--- src/rtl/tcmp_pkg.sv ---
package tcmp_pkg;

    localparam logic [3:0] MODE_OFF     = 4'b0000;
    localparam logic [3:0] MODE_TOGGLE  = 4'b0010;
    localparam logic [3:0] MODE_SET     = 4'b1000;
    localparam logic [3:0] MODE_CLR     = 4'b1001;
    localparam logic [3:0] MODE_SWI     = 4'b1010;
    localparam logic [3:0] MODE_SPECIAL = 4'b1011;

    localparam int CTRL_OE_BIT  = 4;
    localparam int CTRL_CLR_BIT = 7;

    typedef enum logic [1:0] {
        ST_OFF   = 2'd0,
        ST_ARMED = 2'd1,
        ST_HELD  = 2'd2
    } cmp_state_e;

    typedef enum logic [2:0] {
        ACT_NONE   = 3'd0,
        ACT_SET    = 3'd1,
        ACT_CLR    = 3'd2,
        ACT_TOGGLE = 3'd3,
        ACT_FLAG   = 3'd4,
        ACT_TRIG   = 3'd5
    } cmp_act_e;

    function automatic cmp_act_e decode_mode(input logic [3:0] m);
        cmp_act_e a;
        unique case (m)
            MODE_SET:     a = ACT_SET;
            MODE_CLR:     a = ACT_CLR;
            MODE_TOGGLE:  a = ACT_TOGGLE;
            MODE_SWI:     a = ACT_FLAG;
            MODE_SPECIAL: a = ACT_TRIG;
            default:      a = ACT_NONE;
        endcase
        return a;
    endfunction

endpackage

--- src/rtl/tcmp_regs.sv ---
module tcmp_regs
    import tcmp_pkg::*;
#(
    parameter int CNT_W = 16
) (
    input  logic             clk,
    input  logic             rst_n,
    input  logic             cfg_we,
    input  logic             cfg_addr,
    input  logic [CNT_W-1:0] cfg_wdata,
    output logic [CNT_W-1:0] cmp_val,
    output logic [3:0]       mode,
    output logic             oe,
    output logic             ctrl_zero_wr,
    output logic             flag_clr_wr
);
    logic ctrl_wr;

    always_comb begin
        ctrl_wr      = cfg_we && cfg_addr;
        ctrl_zero_wr = ctrl_wr && (cfg_wdata == '0);
        flag_clr_wr  = ctrl_wr && cfg_wdata[CTRL_CLR_BIT];
    end

    always_ff @(posedge clk or negedge rst_n) begin
        if (!rst_n) begin
            cmp_val <= '0;
            mode    <= MODE_OFF;
            oe      <= 1'b0;
        end else if (cfg_we) begin
            if (cfg_addr) begin
                mode <= cfg_wdata[3:0];
                oe   <= cfg_wdata[CTRL_OE_BIT];
            end else begin
                cmp_val <= cfg_wdata;
            end
        end
    end

    AST_OE_TRACKS_WRITE: assert property (@(posedge clk) disable iff (!rst_n)
        ctrl_wr |=> (oe == $past(cfg_wdata[CTRL_OE_BIT])))
        else $error("oe mismatch");

endmodule

--- src/rtl/tcmp_match.sv ---
module tcmp_match
    import tcmp_pkg::*;
#(
    parameter int CNT_W = 16
) (
    input  logic             clk,
    input  logic             rst_n,
    input  logic [CNT_W-1:0] cnt_a,
    input  logic [CNT_W-1:0] cnt_b,
    input  logic             src_sel,
    input  logic [CNT_W-1:0] cmp_val,
    input  logic [3:0]       mode,
    output logic             match_evt,
    output cmp_act_e         evt_act
);
    cmp_state_e       state_q, state_d;
    logic [CNT_W-1:0] sel_cnt;
    logic             equal;
    logic             enabled;
    cmp_act_e         act;

    always_comb begin
        sel_cnt = src_sel ? cnt_b : cnt_a;
        equal   = (sel_cnt == cmp_val);
        act     = decode_mode(mode);
        enabled = (act != ACT_NONE);
    end

    always_ff @(posedge clk or negedge rst_n) begin
        if (!rst_n) state_q <= ST_OFF;
        else        state_q <= state_d;
    end

    always_comb begin
        state_d = state_q;
        unique case (state_q)
            ST_OFF: begin
                if (enabled) state_d = equal ? ST_HELD : ST_ARMED;
            end
            ST_ARMED: begin
                if (!enabled)   state_d = ST_OFF;
                else if (equal) state_d = ST_HELD;
            end
            ST_HELD: begin
                if (!enabled)   state_d = ST_OFF;
                else if (!equal) state_d = ST_ARMED;
            end
            default: state_d = ST_OFF;
        endcase
    end

    always_comb begin
        match_evt = 1'b0;
        evt_act   = ACT_NONE;
        unique case (state_q)
            ST_OFF, ST_ARMED: begin
                if (enabled && equal) begin
                    match_evt = 1'b1;
                    evt_act   = act;
                end
            end
            default: ;
        endcase
    end

    AST_SINGLE_EVENT: assert property (@(posedge clk) disable iff (!rst_n)
        match_evt |=> !match_evt)
        else $error("repeated match event");

    AST_EVENT_NEEDS_EQUAL: assert property (@(posedge clk) disable iff (!rst_n)
        match_evt |-> ((src_sel ? cnt_b : cnt_a) == cmp_val))
        else $error("event without equality");

endmodule

--- src/rtl/tcmp_action.sv ---
module tcmp_action
    import tcmp_pkg::*;
(
    input  logic     clk,
    input  logic     rst_n,
    input  logic     match_evt,
    input  cmp_act_e evt_act,
    input  logic     src_sel,
    input  logic     adc_en,
    input  logic     irq_clr,
    input  logic     flag_clr_wr,
    input  logic     ctrl_zero_wr,
    output logic     latch_q,
    output logic     flag_q,
    output logic     rst_a_q,
    output logic     rst_b_q,
    output logic     adc_q
);
    logic latch_d, flag_d, trig;

    always_comb begin
        latch_d = latch_q;
        if (match_evt) begin
            unique case (evt_act)
                ACT_SET:    latch_d = 1'b1;
                ACT_CLR:    latch_d = 1'b0;
                ACT_TOGGLE: latch_d = ~latch_q;
                default:    latch_d = latch_q;
            endcase
        end
        if (ctrl_zero_wr) latch_d = 1'b0;

        if (match_evt)                     flag_d = 1'b1;
        else if (irq_clr || flag_clr_wr)   flag_d = 1'b0;
        else                               flag_d = flag_q;

        trig = match_evt && (evt_act == ACT_TRIG);
    end

    always_ff @(posedge clk or negedge rst_n) begin
        if (!rst_n) begin
            latch_q <= 1'b0;
            flag_q  <= 1'b0;
            rst_a_q <= 1'b0;
            rst_b_q <= 1'b0;
            adc_q   <= 1'b0;
        end else begin
            latch_q <= latch_d;
            flag_q  <= flag_d;
            rst_a_q <= trig && !src_sel;
            rst_b_q <= trig && src_sel;
            adc_q   <= trig && adc_en;
        end
    end

    AST_FLAG_ON_MATCH: assert property (@(posedge clk) disable iff (!rst_n)
        match_evt |=> flag_q)
        else $error("flag not set");

    AST_ADC_GATED: assert property (@(posedge clk) disable iff (!rst_n)
        adc_q |-> $past(adc_en))
        else $error("adc start without enable");

    AST_ONE_TIMER: assert property (@(posedge clk) disable iff (!rst_n)
        !(rst_a_q && rst_b_q))
        else $error("both timers reset");

    AST_RST_PULSE: assert property (@(posedge clk) disable iff (!rst_n)
        (rst_a_q || rst_b_q) |=> !(rst_a_q || rst_b_q))
        else $error("reset pulse too long");

    AST_ZERO_LOW: assert property (@(posedge clk) disable iff (!rst_n)
        ctrl_zero_wr |=> !latch_q)
        else $error("zero write left latch high");

endmodule

--- src/rtl/tcmp_unit.sv ---
module tcmp_unit
    import tcmp_pkg::*;
#(
    parameter int CNT_W = 16
) (
    input  logic             clk,
    input  logic             rst_n,
    input  logic             cfg_we,
    input  logic             cfg_addr,
    input  logic [CNT_W-1:0] cfg_wdata,
    input  logic [CNT_W-1:0] cnt_a,
    input  logic [CNT_W-1:0] cnt_b,
    input  logic             src_sel,
    input  logic             adc_en,
    input  logic             irq_clr,
    output logic             pin_out,
    output logic             pin_oe,
    output logic             irq_flag,
    output logic             tmr_a_rst,
    output logic             tmr_b_rst,
    output logic             adc_start
);
    logic [CNT_W-1:0] cmp_val;
    logic [3:0]       mode;
    logic             oe;
    logic             ctrl_zero_wr;
    logic             flag_clr_wr;
    logic             match_evt;
    cmp_act_e         evt_act;

    tcmp_regs #(.CNT_W(CNT_W)) u_regs (
        .clk          (clk),
        .rst_n        (rst_n),
        .cfg_we       (cfg_we),
        .cfg_addr     (cfg_addr),
        .cfg_wdata    (cfg_wdata),
        .cmp_val      (cmp_val),
        .mode         (mode),
        .oe           (oe),
        .ctrl_zero_wr (ctrl_zero_wr),
        .flag_clr_wr  (flag_clr_wr)
    );

    tcmp_match #(.CNT_W(CNT_W)) u_match (
        .clk       (clk),
        .rst_n     (rst_n),
        .cnt_a     (cnt_a),
        .cnt_b     (cnt_b),
        .src_sel   (src_sel),
        .cmp_val   (cmp_val),
        .mode      (mode),
        .match_evt (match_evt),
        .evt_act   (evt_act)
    );

    tcmp_action u_action (
        .clk          (clk),
        .rst_n        (rst_n),
        .match_evt    (match_evt),
        .evt_act      (evt_act),
        .src_sel      (src_sel),
        .adc_en       (adc_en),
        .irq_clr      (irq_clr),
        .flag_clr_wr  (flag_clr_wr),
        .ctrl_zero_wr (ctrl_zero_wr),
        .latch_q      (pin_out),
        .flag_q       (irq_flag),
        .rst_a_q      (tmr_a_rst),
        .rst_b_q      (tmr_b_rst),
        .adc_q        (adc_start)
    );

    assign pin_oe = oe;

endmodule

--- config.mk ---
export PLATFORM = sky130hd
export DESIGN_NAME = tcmp_unit
export DESIGN_NICKNAME = d
export VERILOG_FILES = /design/src/rtl/tcmp_pkg.sv /design/src/rtl/tcmp_regs.sv /design/src/rtl/tcmp_match.sv /design/src/rtl/tcmp_action.sv /design/src/rtl/tcmp_unit.sv
export SDC_FILE = /design/constraint.sdc
export NUM_CORES = 1
export LEC_CHECK = 0
export BUFFER_PORTS_ARGS = -buffer_cell sky130_fd_sc_hd__buf_2
export CORE_MARGIN = 2
export CORE_UTILIZATION = 43
export DETAILED_ROUTE_END_ITERATION = 7
export GPL_ROUTABILITY_DRIVEN = 0
export PLACE_DENSITY = 0.75
export SLEW_MARGIN = 5
export SYNTH_ARGS = -nofsm -noshare
export SYNTH_HDL_FRONTEND = slang
export SYNTH_SLANG_ARGS = --single-unit
--- constraint.sdc ---
create_clock -name clk -period 1.39 [get_ports clk]
set_input_delay 0.0695 -clock clk [delete_from_list [all_inputs] [get_ports clk]]
set_output_delay 0.0695 -clock clk [all_outputs]
set_load 0.01 [all_outputs]
==> results_dict.tcl, run 1 <==
set metrics [dict create \
    ant_nets 0 \
    synthesis.area_sq_um 1500 \
    crit_start "u_regs.cmp_val[8]" \
    start_kind "flop" \
    syn_nets 178 \
    rsz0062_at_grt "yes" \
    start_util 0.451 \
    grt_max_degree 29 \
    grt_usage 0.182 \
    drc 0 \
    ys_types 28 \
    fin_tns_setup_ns -0.821 \
    sw_frac_of_total 0.271 \
    fillers 275 \
    synth-seq-area-share 0.466 \
    layout_common_cells "buf_2 (60), dfrtp_1 (28), mux2_2 (21), mux2i_1 (17)" \
    layout_commonest_cell "buf_2" \
    r2r_start "u_regs.cmp_val[8]" \
    fin_worst_skew_ns 0.00292 \
    hold_end "u_regs.oe" \
    p_seq_frac 0.502 \
    placed_cells 237 \
    powerDensity_nw_per_um2 892 \
    hold_path_class "in -> reg" \
    cts_tree "built" \
    syn_to_final_growth_pct 44.5 \
    fin_crit_sh 1.12 \
    reg2reg_to "u_action.latch_q" \
    critPathMaxFanout 2 \
    regArea_sq_um 701 \
    cts.htree.levels 1 \
    synth_cells 123 \
    syn-mean-instance-area_sq_um 12.2 \
    ir_worst_vdd_uv 530 \
    p_total_mw 1.94 \
    numCtsBuffers 3 \
    wirelength_mm 3.77 \
    clk_latency_ns 0.32 \
    synth_seq_cells 28 \
    grt_antenna_before_repair 0 \
    topRoutingLayerUsed "met4" \
    required_ns 1.66 \
    violations "setup timing" \
    wl_met3_um 233 \
    period_needed_ns 1.55 \
    cp_cell_sequence "xnor2_1, nor4_2, nand4_1, or3_1, a21oi_2" \
    grt_pass1_wl_mm 5.71 \
    drtIter0Drc 25 \
    multi_input_area_sq_um 793 \
    avgViaCountPerCell 5.10 \
    switching_power_mw 0.525 \
    wl_per_cell_um 14.5 \
    num_vias 1322 \
    maxCapViolations 0 \
    dpl.hpwl_mm 2.70 \
    r2r_cells 5 \
    fmax_ghz 0.644 \
    layout-drive-gt1-share 0.512 \
    cts.reportedPaths.clkPinSlew_ns 0.15 \
    worstHoldStart "cfg_wdata[4]" \
    yosysWarnings 0 \
    nets 269 \
    cp_slowest_cell "dfrtp_1" \
    io_buffer_count 60 \
    ff2ff_setup_slack_ns -0.16 \
    cp-end-kind "flop" \
    m1WireLength_mm 1.43 \
    rows 21 \
    p_leak_nw 1.02 \
    p_int_mw 1.41 \
    setup_slack_ns -0.162 \
    relSlewSlack 0.589 \
    fin_cells 259 \
    clock-root-buffer "clkbuf_4" \
    core_sq_um 3340 \
    pwr-share-comb 0.295 \
    grt_overflow 0 \
    finish.utilization 0.651 \
    dieHeight_um 63.1 \
    criticalPathCategory "reg -> reg" \
    wl_met2_mm 2.00 \
    cts_buffer_depth 2 \
    hold_violations 0 \
    slew_violations 0 \
    fp.dieArea_sq_um 3990 \
    pin_count 61 \
    worst_pin_slew_ns 0.617 \
    run_status "complete, but fails checks" \
    grt_pass1_vias 1293 \
    cpPeakStageDelay_ns 0.42 \
    cp.arrival_ns 1.82 \
    diodes 0 \
    hold_depth 2 \
    setup_viol 7 \
    clkSinkCount 28 \
    die_x_um 63.1 \
    first_pass_iters 4 \
    pwr-share-clk 0.202 \
]
[logic make-up (layout without fill, tap and decap cells)]
kind of cell | after synthesis | after routing | share of synthesized area
simple gates | 28 | 28 | 0.110
xor+xnor | 16 | 16 | 0.0932
flops | 28 | 28 | 0.466
compound gates | 8 | 8 | 0.0324
buf+inv | 5 | 95 | 0.0283
mux | 38 | 38 | 0.270
[worst max path at each step]
stage                       endpoint  slack (ns)  depth (start not counted)
global route        u_action.latch_q       -0.24                          5
floorplan           u_action.latch_q       -0.16                          8
finish              u_action.latch_q       -0.16                          5
detailed placement  u_action.latch_q       -0.39                          9
CTS                 u_action.latch_q       -0.17                          5
global placement    u_action.latch_q       -0.29                          9
[state kept, by name (all words and copies together) (netlist names)]
name	cells
u_action.latch_q	1
u_action.adc_q	1
u_action.rst_a_q	1
u_action.flag_q	1
u_regs.cmp_val	16
u_match.state_q	2
u_regs.mode	4
u_action.rst_b_q	1
u_regs.oe	1
[metal layers]
| layer | global-route usage | vias up |
|---|---|---|
| met3 | 0.0304 | 10 |
| li1 | - | 626 |
| met5 | 0 | - |
| met2 | 0.310 | 52 |
| met4 | 0.0944 | 0 |
| met1 | 0.220 | 634 |
[synthesized netlist by cell type]
master | instances | area, sq um
dfrtp_1 | 28 | 701
mux2_2 | 21 | 236
mux2i_1 | 17 | 170
xnor2_1 | 16 | 140
nor4_1 | 7 | 43.8
a21oi_1 | 3 | 15.0
nand2_1 | 3 | 11.3
nand3_1 | 3 | 15.0
and2_2 | 2 | 15.0
nand2b_1 | 2 | 12.5
nand4_1 | 2 | 12.5
nor2_1 | 2 | 7.51
o21ai_0 | 2 | 10.0
a21o_1 | 1 | 7.51
and2_1 | 1 | 6.26
and2b_2 | 1 | 8.76
buf_1 | 1 | 3.75
buf_12 | 1 | 20.0
buf_6 | 1 | 11.3
clkbuf_1 | 1 | 3.75
inv_1 | 1 | 3.75
nand3b_1 | 1 | 7.51
nor2b_1 | 1 | 6.26
nor3_1 | 1 | 5.00
o31ai_1 | 1 | 7.51
o32ai_1 | 1 | 8.76
or3_1 | 1 | 6.26
or4_1 | 1 | 7.51
[worst max-delay path, delay by kind of cell (launching register included)]
family	cells	cell delay (ns)
XOR/XNOR	1	0.14
flip-flops	1	0.42
AND/OR/NAND/NOR	3	0.81
AO/OA/AOI/OAI	1	0.12
[per-stage QoR]
step	cell area (sq um)	worst slack, ns	hold slack, ns
after detailed placement	1930	-0.393	0.122
after CTS	2090	-0.171	0.00102
after global placement	1930	-0.288	0.109
final	2170	-0.162	0.0124
after floorplan	1510	-0.160	-0.226
after global routing	2170	-0.245	0.00580
[power groups by stage]
stage	Combinational (mW)	Sequential [mW]	Clock [mW]
CTS	0.545	0.974	0.400
global route	0.625	0.986	0.437
detailed placement	0.512	0.991	0
finish	0.572	0.973	0.392
global placement	0.493	0.985	0
floorplan	0.302	0.983	0
[layout make-up]
class | count | share of cell area
multi-input combinational | 90 | 0.365
sequential | 28 | 0.322
timing repair buffer | 90 | 0.268
tap | 46 | 0.0265
clock buffer | 4 | 0.0167
inverter | 1 | 0.00173
[repair_timing]
action,in CTS,in global routing
hold buffers,10,6
endpoints found under the setup margin,7,7
resized for setup,5,4
pin swaps,1,3
buffers inserted,1,1
endpoints found under the hold margin,37,6
Note: power is estimated with default switching activity, not from simulation.
==> inputs of run 2 (changes only) <==
--- a/config.mk
+++ b/config.mk
@@ -8,8 +8,10 @@
 export BUFFER_PORTS_ARGS = -buffer_cell sky130_fd_sc_hd__buf_2
 export CORE_MARGIN = 2
 export CORE_UTILIZATION = 43
+export CTS_CLUSTER_SIZE = 10
 export DETAILED_ROUTE_END_ITERATION = 7
 export GPL_ROUTABILITY_DRIVEN = 0
+export MAX_ROUTING_LAYER = met4
 export PLACE_DENSITY = 0.75
 export SLEW_MARGIN = 5
 export SYNTH_ARGS = -nofsm -noshare
==> run 2 against run 1 <==
Net effect: the run still ends with setup timing left; clock skew up 0.0012 ns; fmax is 0.17% higher; global-route usage is 0.67 points higher; critical path depth is the same; flip-flop and latch count unchanged; clock-buffer cell count stayed put; via count hardly changed; final area unchanged; non-clock buffer count unchanged; utilization is the same; sequential power is essentially flat; critical path type unchanged; largest cell class unchanged; largest power group unchanged.
==> results_dict.tcl, run 2 (synthesis gave the netlist of run 1 again) <==
set metrics [dict create \
    dpl.hpwl_mm 2.70 \
    core_sq_um 3340 \
    hold_path_class "in -> reg" \
    worst_pin_slew_ns 0.627 \
    wl_met3_um 197 \
    die_x_um 63.1 \
    layout_common_cells "buf_2 (60), dfrtp_1 (28), mux2_2 (21), mux2i_1 (17)" \
    clkSinkCount 28 \
    cts_buffer_depth 2 \
    ir_worst_vdd_uv 533 \
    run_status "complete, but fails checks" \
    fp.dieArea_sq_um 3990 \
    finish.utilization 0.651 \
    clk_latency_ns 0.32 \
    layout_commonest_cell "buf_2" \
    grt_pass1_wl_mm 5.72 \
    setup_slack_ns -0.159 \
    cts_tree "built" \
    fin_worst_skew_ns 0.00409 \
    m1WireLength_mm 1.50 \
    cp_cell_sequence "xnor2_1, nor4_2, nand4_1, or3_1, a21oi_2" \
    nets 269 \
    wl_met2_mm 2.07 \
    clock-root-buffer "clkbuf_4" \
    grt_antenna_before_repair 0 \
    cp-end-kind "flop" \
    grt_max_degree 29 \
    dieHeight_um 63.1 \
    rsz0062_at_grt "yes" \
    topRoutingLayerUsed "met4" \
    pin_count 61 \
    required_ns 1.66 \
    fin_tns_setup_ns -0.810 \
    rows 21 \
    period_needed_ns 1.55 \
    fillers 275 \
    diodes 0 \
    largest-register "u_regs.cmp_val" \
    cpPeakStageDelay_ns 0.42 \
    cp_slowest_cell "dfrtp_1" \
    io_buffer_count 60 \
    relSlewSlack 0.582 \
    syn_to_final_growth_pct 44.5 \
    fmax_ghz 0.645 \
    fin_cells 259 \
    start_util 0.451 \
    cts.htree.levels 1 \
    avgViaCountPerCell 5.11 \
    cts.reportedPaths.clkPinSlew_ns 0.15 \
    multi_input_area_sq_um 793 \
    drc 0 \
    numCtsBuffers 3 \
    maxCapViolations 0 \
    criticalPathCategory "reg -> reg" \
    pre_cts_ws_ns -0.393 \
    cp.arrival_ns 1.82 \
    violations "setup timing" \
    cp_top_family "simple AND/OR/NAND/NOR gates" \
    regArea_sq_um 701 \
    hold_ws_ns 0.0222 \
    fin_crit_sh 1.11 \
    start_kind "flop" \
    grt_usage 0.188 \
    placed_cells 237 \
    powerDensity_nw_per_um2 893 \
    hold_violations 0 \
    layout-drive-gt1-share 0.512 \
    num_vias 1323 \
    slew_violations 0 \
    largestRegisters "u_regs.cmp_val x16, u_regs.mode x4, u_match.state_q x2" \
    p_leak_nw 1.02 \
    wirelength_mm 3.82 \
    setup_viol 7 \
    wl_per_cell_um 14.8 \
    ant_nets 0 \
    grt_pass1_vias 1286 \
    largest_reg_flops 16 \
    first_pass_iters 4 \
    drtIter0Drc 38 \
    grt_overflow 0 \
    critPathMaxFanout 2 \
    cp_num_buf_inv 0 \
]
## run 2: layer usage
metal  vias to the layer above  global-route usage
met4                         0              0.0944
li1                        625                   -
met1                       642               0.224
met5                         -                   -
met2                        52               0.310
met3                         4              0.0304
## run 2: repair_timing
action                     CTS  global route
hold buffers                10             6
setup buffers                1             1
resized for setup            5             4
pin swaps                    1             3
setup endpoints to repair    7             7
hold endpoints to repair    37             7
## run 2: final cells by class
type                       instances  area share
multi-input combinational         90       0.365
sequential                        28       0.322
timing repair buffer              90       0.268
clock buffer                       4      0.0167
tap                               46      0.0265
inverter                           1     0.00173
## run 2: report_power, final
part | switching (mW) | internal (mW)
clock network | 0.233 | 0.160
logic | 0.231 | 0.342
registers | 0.0642 | 0.910
total | 0.529 | 1.41
## run 2: worst paths after layout
path | cells past startpoint | slack (ns) | start | to
max | 5 | -0.16 | u_regs.cmp_val[8] | u_action.latch_q
max reg2reg | 5 | -0.16 | u_regs.cmp_val[8] | u_action.latch_q
min | 2 | 0.02 | cfg_wdata[2] | u_regs.mode[2]
max in group asynchronous | 2 | 0.71 | rst_n | u_action.rst_a_q
min reg2reg | 1 | 0.52 | u_match.state_q[1] | u_action.flag_q
min in group asynchronous | 2 | 0.28 | rst_n | u_regs.cmp_val[2]
## run 2: through the flow
stage	cell area [sq um]	power, mW
after floorplan	1510	1.28
final	2170	1.94
after CTS	2090	1.92
after global placement	1930	1.48
after detailed placement	1930	1.50
after global routing	2170	2.05
